### config.mk
export PLATFORM = sky130hd
export DESIGN_NAME = ant_dwell_seq
export DESIGN_NICKNAME = d
export VERILOG_FILES = /design/src/rtl/ads_pkg.sv /design/src/rtl/ads_tick_gen.sv /design/src/rtl/ads_sched_regs.sv /design/src/rtl/ads_seq_core.sv /design/src/rtl/ant_dwell_seq.sv
export SDC_FILE = /design/constraint.sdc
export NUM_CORES = 2
export LEC_CHECK = 0
export BUFFER_PORTS_ARGS = -buffer_cell sky130_fd_sc_hd__buf_2
export CAP_MARGIN = 40
export CELL_PAD_IN_SITES_DETAIL_PLACEMENT = 1
export CELL_PAD_IN_SITES_GLOBAL_PLACEMENT = 2
export CORE_UTILIZATION = 40
export CTS_CLUSTER_SIZE = 12
export DETAILED_ROUTE_END_ITERATION = 12
export PLACE_DENSITY = 0.86
export SLEW_MARGIN = 25
export SYNTH_ARGS = -nofsm -noshare
export SYNTH_HDL_FRONTEND = slang
export SYNTH_HIERARCHICAL = 1
export SYNTH_SLANG_ARGS = --single-unit
### constraint.sdc
create_clock -name clk_i -period 62.8 [get_ports clk_i]
set_input_delay 6.28 -clock clk_i [delete_from_list [all_inputs] [get_ports clk_i]]
set_output_delay 6.28 -clock clk_i [all_outputs]
set_load 0.02 [all_outputs]
### src/rtl/ads_pkg.sv
package ads_pkg;
  localparam int unsigned PORT_W = 3;
  localparam int unsigned CTRL_W = 5;

  // bit0 -> lines 0,1 ; bit1 -> lines 2,3 ; bit2 inverted -> line 4
  function automatic logic [CTRL_W-1:0] port_to_ctrl(input logic [PORT_W-1:0] p);
    return {~p[2], p[1], p[1], p[0], p[0]};
  endfunction
endpackage

### src/rtl/ads_tick_gen.sv
module ads_tick_gen #(
  parameter int unsigned SYNC_STAGES = 2,
  parameter int unsigned PRESCALE    = 2
) (
  input  logic clk_i,
  input  logic rst_ni,
  input  logic ext_clk_i,
  output logic step_o
);
  localparam int unsigned PS_W = (PRESCALE > 1) ? $clog2(PRESCALE) : 1;

  logic [SYNC_STAGES-1:0] sync_q;
  logic                   prev_q;
  logic [PS_W-1:0]        div_q;
  logic                   tick;

  assign tick   = sync_q[SYNC_STAGES-1] & ~prev_q;
  assign step_o = tick && (div_q == PS_W'(PRESCALE - 1));

  always_ff @(posedge clk_i or negedge rst_ni) begin
    if (!rst_ni) begin
      sync_q <= '0;
      prev_q <= 1'b0;
      div_q  <= '0;
    end else begin
      sync_q <= {sync_q[SYNC_STAGES-2:0], ext_clk_i};
      prev_q <= sync_q[SYNC_STAGES-1];
      if (tick) div_q <= (div_q == PS_W'(PRESCALE - 1)) ? '0 : div_q + PS_W'(1);
    end
  end

  // steps come from edge ticks, never back to back
  p_step_spaced_r2: assert property (@(posedge clk_i) disable iff (!rst_ni)
    step_o |=> !step_o);
endmodule

### src/rtl/ads_sched_regs.sv
module ads_sched_regs
  import ads_pkg::*;
#(
  parameter int unsigned MAX_ENTRIES = 16,
  parameter int unsigned CNT_W       = 32,
  parameter int unsigned IDX_W       = 4,
  parameter int unsigned LEN_W       = 5
) (
  input  logic                                   clk_i,
  input  logic                                   rst_ni,
  input  logic                                   halt_i,
  input  logic                                   wr_i,
  input  logic [IDX_W-1:0]                       wr_idx_i,
  input  logic [PORT_W-1:0]                      wr_port_i,
  input  logic [CNT_W-1:0]                       wr_dwell_i,
  input  logic                                   load_i,
  input  logic [LEN_W-1:0]                       load_len_i,
  output logic [MAX_ENTRIES-1:0][PORT_W-1:0]     port_o,
  output logic [MAX_ENTRIES-1:0][CNT_W-1:0]      thr_o,
  output logic [IDX_W-1:0]                       last_o,
  output logic                                   commit_o,
  output logic                                   err_o
);
  logic [MAX_ENTRIES-1:0][PORT_W-1:0] st_port_q;
  logic [MAX_ENTRIES-1:0][CNT_W-1:0]  st_dwell_q;
  logic [MAX_ENTRIES-1:0][CNT_W-1:0]  acc;
  logic [CNT_W:0]                     sum;
  logic                               bad;

  // cumulative thresholds and validity of the staged schedule
  always_comb begin
    sum = '0;
    bad = (load_len_i == '0) || (load_len_i > LEN_W'(MAX_ENTRIES));
    for (int i = 0; i < int'(MAX_ENTRIES); i++) begin
      if (i < int'(load_len_i)) begin
        sum = sum + {1'b0, st_dwell_q[i]};
        if (st_dwell_q[i] == '0) bad = 1'b1;
        if (sum[CNT_W]) bad = 1'b1;
      end
      acc[i] = sum[CNT_W-1:0];
    end
  end

  always_ff @(posedge clk_i or negedge rst_ni) begin
    if (!rst_ni) begin
      st_port_q  <= '0;
      st_dwell_q <= '{default: CNT_W'(1)};
    end else if (halt_i && wr_i && (int'(wr_idx_i) < int'(MAX_ENTRIES))) begin
      st_port_q[wr_idx_i]  <= wr_port_i;
      st_dwell_q[wr_idx_i] <= wr_dwell_i;
    end
  end

  always_ff @(posedge clk_i or negedge rst_ni) begin
    if (!rst_ni) begin
      port_o   <= '0;
      thr_o    <= '{default: CNT_W'(1)};
      last_o   <= '0;
      commit_o <= 1'b0;
      err_o    <= 1'b0;
    end else begin
      commit_o <= 1'b0;
      if (halt_i && load_i) begin
        if (bad) begin
          err_o <= 1'b1;
        end else begin
          port_o   <= st_port_q;
          thr_o    <= acc;
          last_o   <= IDX_W'(load_len_i - LEN_W'(1));
          commit_o <= 1'b1;
          err_o    <= 1'b0;
        end
      end
    end
  end

  p_reject_empty_r10: assert property (@(posedge clk_i) disable iff (!rst_ni)
    (halt_i && load_i && load_len_i == '0) |=> (err_o && $stable(last_o) && $stable(thr_o)));
  p_no_commit_running_r6: assert property (@(posedge clk_i) disable iff (!rst_ni)
    !halt_i |=> !commit_o);
endmodule

### src/rtl/ads_seq_core.sv
module ads_seq_core
  import ads_pkg::*;
#(
  parameter int unsigned MAX_ENTRIES = 16,
  parameter int unsigned CNT_W       = 32,
  parameter int unsigned IDX_W       = 4
) (
  input  logic                               clk_i,
  input  logic                               rst_ni,
  input  logic                               step_i,
  input  logic                               halt_i,
  input  logic                               en_wr_i,
  input  logic                               en_val_i,
  input  logic                               rst_state_i,
  input  logic                               commit_i,
  input  logic [MAX_ENTRIES-1:0][PORT_W-1:0] port_i,
  input  logic [MAX_ENTRIES-1:0][CNT_W-1:0]  thr_i,
  input  logic [IDX_W-1:0]                   last_i,
  output logic [CTRL_W-1:0]                  ctrl_o,
  output logic [IDX_W-1:0]                   idx_o
);
  logic             en_q;
  logic [CNT_W-1:0] cnt_q, cnt_inc;
  logic [IDX_W-1:0] idx_q, nxt_idx;
  logic             run, hit, at_last;

  assign run     = step_i && en_q && !halt_i;
  assign cnt_inc = cnt_q + CNT_W'(1);
  assign hit     = (cnt_inc == thr_i[idx_q]);
  assign at_last = (idx_q == last_i);
  assign nxt_idx = at_last ? '0 : idx_q + IDX_W'(1);
  assign idx_o   = idx_q;

  always_ff @(posedge clk_i or negedge rst_ni) begin
    if (!rst_ni)                 en_q <= 1'b0;
    else if (halt_i && en_wr_i)  en_q <= en_val_i;
  end

  always_ff @(posedge clk_i or negedge rst_ni) begin
    if (!rst_ni) begin
      cnt_q  <= '0;
      idx_q  <= '0;
      ctrl_o <= port_to_ctrl('0);
    end else if (commit_i || rst_state_i) begin
      cnt_q  <= '0;
      idx_q  <= '0;
      ctrl_o <= port_to_ctrl(port_i[0]);
    end else if (run) begin
      if (hit) begin
        // wrap clears the counter in the matching step: no lost sample
        cnt_q  <= at_last ? '0 : cnt_inc;
        idx_q  <= nxt_idx;
        ctrl_o <= port_to_ctrl(port_i[nxt_idx]);
      end else begin
        cnt_q <= cnt_inc;
      end
    end
  end

  p_cnt_below_thr_r2: assert property (@(posedge clk_i) disable iff (!rst_ni)
    !commit_i |-> (cnt_q < thr_i[idx_q]));
  p_wrap_to_zero_r3: assert property (@(posedge clk_i) disable iff (!rst_ni)
    (run && hit && at_last && !commit_i && !rst_state_i) |=> (idx_q == '0 && cnt_q == '0));
  p_ctrl_tracks_idx_r4: assert property (@(posedge clk_i) disable iff (!rst_ni)
    !commit_i |-> (ctrl_o == port_to_ctrl(port_i[idx_q])));
  p_hold_disabled_r7: assert property (@(posedge clk_i) disable iff (!rst_ni)
    (!en_q && !commit_i && !rst_state_i) |=> ($stable(idx_q) && $stable(ctrl_o)));
  p_halt_freeze_r8: assert property (@(posedge clk_i) disable iff (!rst_ni)
    (halt_i && !commit_i && !rst_state_i) |=> ($stable(cnt_q) && $stable(idx_q)));
  p_rewind_r9: assert property (@(posedge clk_i) disable iff (!rst_ni)
    rst_state_i |=> (idx_q == '0 && cnt_q == '0));
endmodule

### src/rtl/ant_dwell_seq.sv
module ant_dwell_seq
  import ads_pkg::*;
#(
  parameter int unsigned MAX_ENTRIES = 16,
  parameter int unsigned CNT_W       = 32,
  parameter int unsigned SYNC_STAGES = 2,
  parameter int unsigned PRESCALE    = 2,
  localparam int unsigned IDX_W      = $clog2(MAX_ENTRIES),
  localparam int unsigned LEN_W      = $clog2(MAX_ENTRIES + 1)
) (
  input  logic              clk_i,
  input  logic              rst_ni,
  input  logic              ext_clk_i,
  input  logic              halt_i,
  input  logic              en_wr_i,
  input  logic              en_val_i,
  input  logic              rst_state_i,
  input  logic              wr_i,
  input  logic [IDX_W-1:0]  wr_idx_i,
  input  logic [2:0]        wr_port_i,
  input  logic [CNT_W-1:0]  wr_dwell_i,
  input  logic              load_i,
  input  logic [LEN_W-1:0]  load_len_i,
  output logic [4:0]        sw_ctrl_o,
  output logic [IDX_W-1:0]  active_idx_o,
  output logic              cfg_err_o
);
  logic                               step;
  logic [MAX_ENTRIES-1:0][PORT_W-1:0] act_port;
  logic [MAX_ENTRIES-1:0][CNT_W-1:0]  act_thr;
  logic [IDX_W-1:0]                   act_last;
  logic                               commit;

  ads_tick_gen #(.SYNC_STAGES(SYNC_STAGES), .PRESCALE(PRESCALE)) u_tick (
    .clk_i(clk_i), .rst_ni(rst_ni), .ext_clk_i(ext_clk_i), .step_o(step)
  );

  ads_sched_regs #(.MAX_ENTRIES(MAX_ENTRIES), .CNT_W(CNT_W), .IDX_W(IDX_W), .LEN_W(LEN_W)) u_regs (
    .clk_i(clk_i), .rst_ni(rst_ni), .halt_i(halt_i),
    .wr_i(wr_i), .wr_idx_i(wr_idx_i), .wr_port_i(wr_port_i), .wr_dwell_i(wr_dwell_i),
    .load_i(load_i), .load_len_i(load_len_i),
    .port_o(act_port), .thr_o(act_thr), .last_o(act_last),
    .commit_o(commit), .err_o(cfg_err_o)
  );

  ads_seq_core #(.MAX_ENTRIES(MAX_ENTRIES), .CNT_W(CNT_W), .IDX_W(IDX_W)) u_core (
    .clk_i(clk_i), .rst_ni(rst_ni), .step_i(step), .halt_i(halt_i),
    .en_wr_i(en_wr_i), .en_val_i(en_val_i), .rst_state_i(rst_state_i),
    .commit_i(commit), .port_i(act_port), .thr_i(act_thr), .last_i(act_last),
    .ctrl_o(sw_ctrl_o), .idx_o(active_idx_o)
  );

  // a commit always lands on entry 0
  p_commit_entry0_r5: assert property (@(posedge clk_i) disable iff (!rst_ni)
    commit |=> (active_idx_o == '0));
endmodule

# Word level (Yosys, flattened, before mapping)
# Index checks and enable logic that the tools add are counted.
[word_totals]
elab_cells = 240
ff_bits = 1172
in_bits = 53
output_inout_bits = 10
[op_classes]
n_eq_ne = 2
reduce_logical = 31
n_addsub = 19
bitwise_logic = 5
magnitude_cmp = 21
muxes = 88
[ops]
columns = ["cell", "count"]
rows = [
  ["512-bit bitwise mux", 1],
  ["32-bit logical NOT", 16],
  ["33-bit by 32-bit adder with 33-bit output", 14],
  ["33-bit 2-to-1 mux", 14],
  ["32-bit 2-to-1 mux", 8],
  ["32-bit binary-select mux with 4-bit select", 1],
  ["32-bit demux with 4-bit select", 1],
  ["1-bit 2-to-1 mux", 51],
  ["48-bit bitwise mux", 1],
  ["4-bit by 5-bit < comparator with 1-bit output (first input constant)", 8],
  ["32-bit by 32-bit adder with 33-bit output", 1],
  ["32-bit by 1-bit adder with 32-bit output (second input constant)", 1],
  ["32-bit equality test", 1],
  ["3-bit by 5-bit < comparator with 1-bit output (first input constant)", 4],
  ["4-bit 2-to-1 mux", 4],
  ["4-bit by 5-bit < comparator with 1-bit output (second input constant)", 3],
  ["5-bit 2-to-1 mux", 3],
  ["3-bit binary-select mux with 4-bit select", 1],
  ["3-bit demux with 4-bit select", 1],
  ["1-bit by 5-bit < comparator with 1-bit output (first input constant)", 2],
  ["2-bit by 5-bit < comparator with 1-bit output (first input constant)", 2],
  ["1-bit logical AND", 7],
  ["3-bit 2-to-1 mux", 2],
  ["5-bit greater-than comparator (second input constant)", 1],
  ["other kinds (12)", 18],
]

# Longest topological paths before layout
[depth]
ltp_word = 51
depth_mapped = 138

# Modules after synthesis
# Netlist, hierarchy kept.
[by_module_without_submodules]
columns = ["mod", "area_per_inst_um2", "cells_per_inst", "instances"]
rows = [
  ["ads_sched_regs", 73616.9, 7116, 1],
  ["ads_seq_core", 7722.4, 713, 1],
  ["ads_tick_gen", 137.6, 8, 1],
]

# Worst setup path after synthesis
# OpenSTA, ideal clock, no wires.
[synth_timing]
path_kind = "input-to-reg"
from = "input port load_len_i[3]"
to = "register u_regs/port_o[10] in the netlist's numbering"
cell_stages = 128
arrival_time_ps = 29684
setup_slack_ps = 32989
cell_sequence = "clkbuf_1 nor2_1 nand2_1 buf_4 buf_6 clkbuf_1 and2_1 ha_1 fa_1 a211o_1 a211oi_1 nor2_1 o31ai_1 ha_1 o21a_1 o21a_1 o41a_1 or3_1 (+92 left out) a211o_1 o21a_1 ha_1 a21oi_1 nand2_1 a221oi_1 o41ai_1 a2111oi_0 nand4_1 nor4b_1 o211ai_1 a2111oi_4 nand4_4 nor2_4 buf_12 buf_12 buf_12 mux2_1"
[synth_rtl]
columns = ["element", "line_no", "text"]
rows = [
  ["start, declared", "ant_dwell_seq.sv:23", "input logic [LEN_W-1:0] load_len_i,"],
  ["end signal, assigned", "ads_sched_regs.sv:67", "port_o <= st_port_q;"],
  ["end, declared", "ads_sched_regs.sv:18", "output logic [MAX_ENTRIES-1:0][PORT_W-1:0] port_o,"],
]

==> metrics.txt <==
global-route usage over all layers 0.308; Critical Path Max Stage Delay roughly 0.76 ns; layout cells sized above 1 0.247; Cells after Synth 7837; I/O pin count 63; Critical-path top delay cell o21ai_1; status finished clean; Initial DRC Count 4815; Fin. Hold Viols 0; CP Max Fanout ~130; worst slew pin tran between 1 and 1.5 ns; Fmax 25.9 MHz; commonest non-fill, non-tap cell in the layout dfrtp_1; WS Path Type primary input to register; fin nets around 8400; worst hold-check path type register to register; # rows 165; CP arrival approximately 39 ns; CTS tree done; gr ovfl total 0; MaxCap Viol Count 0; Num CTS Buffers roughly 150; Die X 453 um; Yosys cell types 111; count of final setup violators 0; clk_skew about 0.037 ns; First-pass DRT Iterations 6; Final TNS setup 0 ns; area grow syn2layout 10.3%; number of global-route vias before repair ~70000; Mean Syn Cell Area 10.4 um^2; Die H 453 um; initial antenna violation count 45; clk slew on worst S/H paths 0.06 ns; Critical Path End Type register; most frequent cells in the layout 1134 x dfrtp_1, 1126 x mux2_2, 565 x nand2_1; RSZ-0062 raised after global routing false; first-pass GRT wire length about 470000 um; Syn. warnings 6; crit-path most repeated cell ha_1; number of synthesized flops with an enable pin 0; CTS root buf clkbuf_16; Routed Antenna Nets 0; Cell Area, Synth just over 80000 um^2; WL final 318000 um; setup bufs post-CTS 0; Slew Viols, Final 0; DR DRC count 0; syn_nets 8398; Yosys reg bits 1170; clock sink count 1170; Vias 66600; Starting Density 0.403; Post-CTS Hold Fix Bufs 0; Die Footprint 205000 um^2; period utilization 0.614; crit path launch type primary input; Core ar. 202000 um^2; Max clock buf depth 3; Final Wtd Congestion 0.996; Slew HR 0.273; Vias/cell 6.26; Final HPWL DP between 200000 and 250000 um; pin count of the biggest net entering global routing 156; critical path data required time 63.50 ns; Tmin final a little under 40 ns; CTS resizes 0; Seq/Total Area, Yosys 0.360; htree depth 4; ys async rst share 1.00; PortBufs 62; clock latency on the worst-skew pair 0.82 ns; WL per Instance 29.9 um; Top FF cell, synth dfrtp_1
## worst paths after layout
kind | from | to | slack [ns] | depth (start not counted)
worst min-delay path | u_tick/sync_q[0] | u_tick/sync_q[1] | 0.35 | 0
min in group asynchronous | rst_ni | u_regs/st_port_q[38] | 5.47 | 1
max in group asynchronous | rst_ni | u_regs/st_dwell_q[504] | 53.97 | 7
worst max register to register | u_regs/st_dwell_q[4] | u_regs/port_o[14] | 30.60 | 125
worst min register to register | u_tick/sync_q[0] | u_tick/sync_q[1] | 0.35 | 0
worst max-delay path | load_len_i[0] | u_regs/port_o[14] | 24.26 | 130
## state kept, by name (all words and copies together) (netlist names)
name,cells
u_regs/port_o,48
u_regs/commit_o,1
u_tick/prev_q,1
u_tick/sync_q,2
u_regs/thr_o,512
u_core/en_q,1
u_core/ctrl_o,3
u_core/cnt_q,32
u_core/idx_o,4
u_regs/last_o,4
u_regs/err_o,1
u_tick/div_q,1
u_regs/st_port_q,48
u_regs/st_dwell_q,512
## worst max-delay path, delay by kind of cell
| family | cells | cell delay (ns) |
|---|---|---|
| buffers and inverters | 12 | 4.44 |
| xor gates and xnor gates | 10 | 1.66 |
| and+or+nand+nor | 37 | 7.16 |
| AOI/OAI and AO/OA | 53 | 13.12 |
| adders and majority gates | 15 | 5.08 |
| muxes | 3 | 1.00 |
## synthesized netlist by cell type (21+ instances only)
cell type | number | share of area
a211o_1 | 23 | 0.0025
a211oi_1 | 64 | 0.0059
a21o_1 | 217 | 0.020
a21oi_1 | 423 | 0.026
a221oi_1 | 27 | 0.0029
a22o_1 | 21 | 0.0023
a22oi_1 | 32 | 0.0029
a31oi_1 | 72 | 0.0055
and2_1 | 62 | 0.0048
and3_1 | 70 | 0.0054
buf_1 | 27 | 0.0012
buf_2 | 22 | 0.0014
buf_6 | 64 | 0.0088
clkbuf_1 | 240 | 0.011
dfrtp_1 | 1137 | 0.35
dfstp_2 | 33 | 0.011
ha_1 | 493 | 0.076
inv_1 | 202 | 0.0093
mux2_2 | 1126 | 0.16
mux2_4 | 60 | 0.011
mux2i_1 | 61 | 0.0075
mux4_2 | 137 | 0.038
nand2_1 | 567 | 0.026
nand2b_1 | 81 | 0.0062
nand3_1 | 146 | 0.0090
nand4_1 | 76 | 0.0058
nor2_1 | 447 | 0.021
nor2b_1 | 57 | 0.0044
nor3_1 | 114 | 0.0070
nor4_1 | 159 | 0.012
o211ai_1 | 62 | 0.0057
o21a_1 | 136 | 0.013
o21ai_0 | 365 | 0.022
o21bai_1 | 64 | 0.0059
o22ai_1 | 24 | 0.0018
o31ai_1 | 65 | 0.0060
or2_2 | 40 | 0.0031
or3_1 | 45 | 0.0035
xnor2_1 | 261 | 0.028
xor2_1 | 134 | 0.014
## routing by layer
layer,vias to the layer above,share of wire,global-route usage
met2,1996,0.46,0.491
li1,29200,-,-
met3,656,0.049,0.0403
met1,34700,0.42,0.393
met5,-,0.00021,0
met4,8,0.069,0.195
## cell families after synthesis
logic type	count (synthesis)	synth area share
simple gates	1944	0.117
compound gates	1840	0.151
mux	1394	0.213
flops	1170	0.360
buf+inv	579	0.0355
fa+ha+maj	508	0.0794
xor+xnor	402	0.0443
## metrics by stage
stage | utilization | cell area, um^2 | setup WS [ns] | std cells | hold WS, ns
2_1_floorplan | - | 81500 | 32.99 | 7837 | 0.331
3_3_place_gp | 0.416 | 84200 | 24.45 | 10300 | 0.338
3_5_place_dp | 0.418 | 84600 | 23.94 | 10300 | 0.346
4_1_cts | 0.443 | 89600 | 24.59 | 10600 | 0.358
5_1_grt | 0.444 | 89800 | 22.60 | 10600 | 0.377
6_report | 0.444 | 89800 | 24.26 | 10600 | 0.351
## area by class of cell
class,count,area [um^2]
Multi-Input combinational cell,6088,49600
Clock inverter,55,733
Sequential cell,1170,29300
Timing Repair Buffer,217,1800
Tap cell,2672,3340
Clock buffer,213,4260
Fill cell,22200,112000
Antenna cell,22,55.1
Inverter,203,762
Power is not shown: default switching activity piles up to over one toggle a cycle in this logic, so the estimate is an artifact.
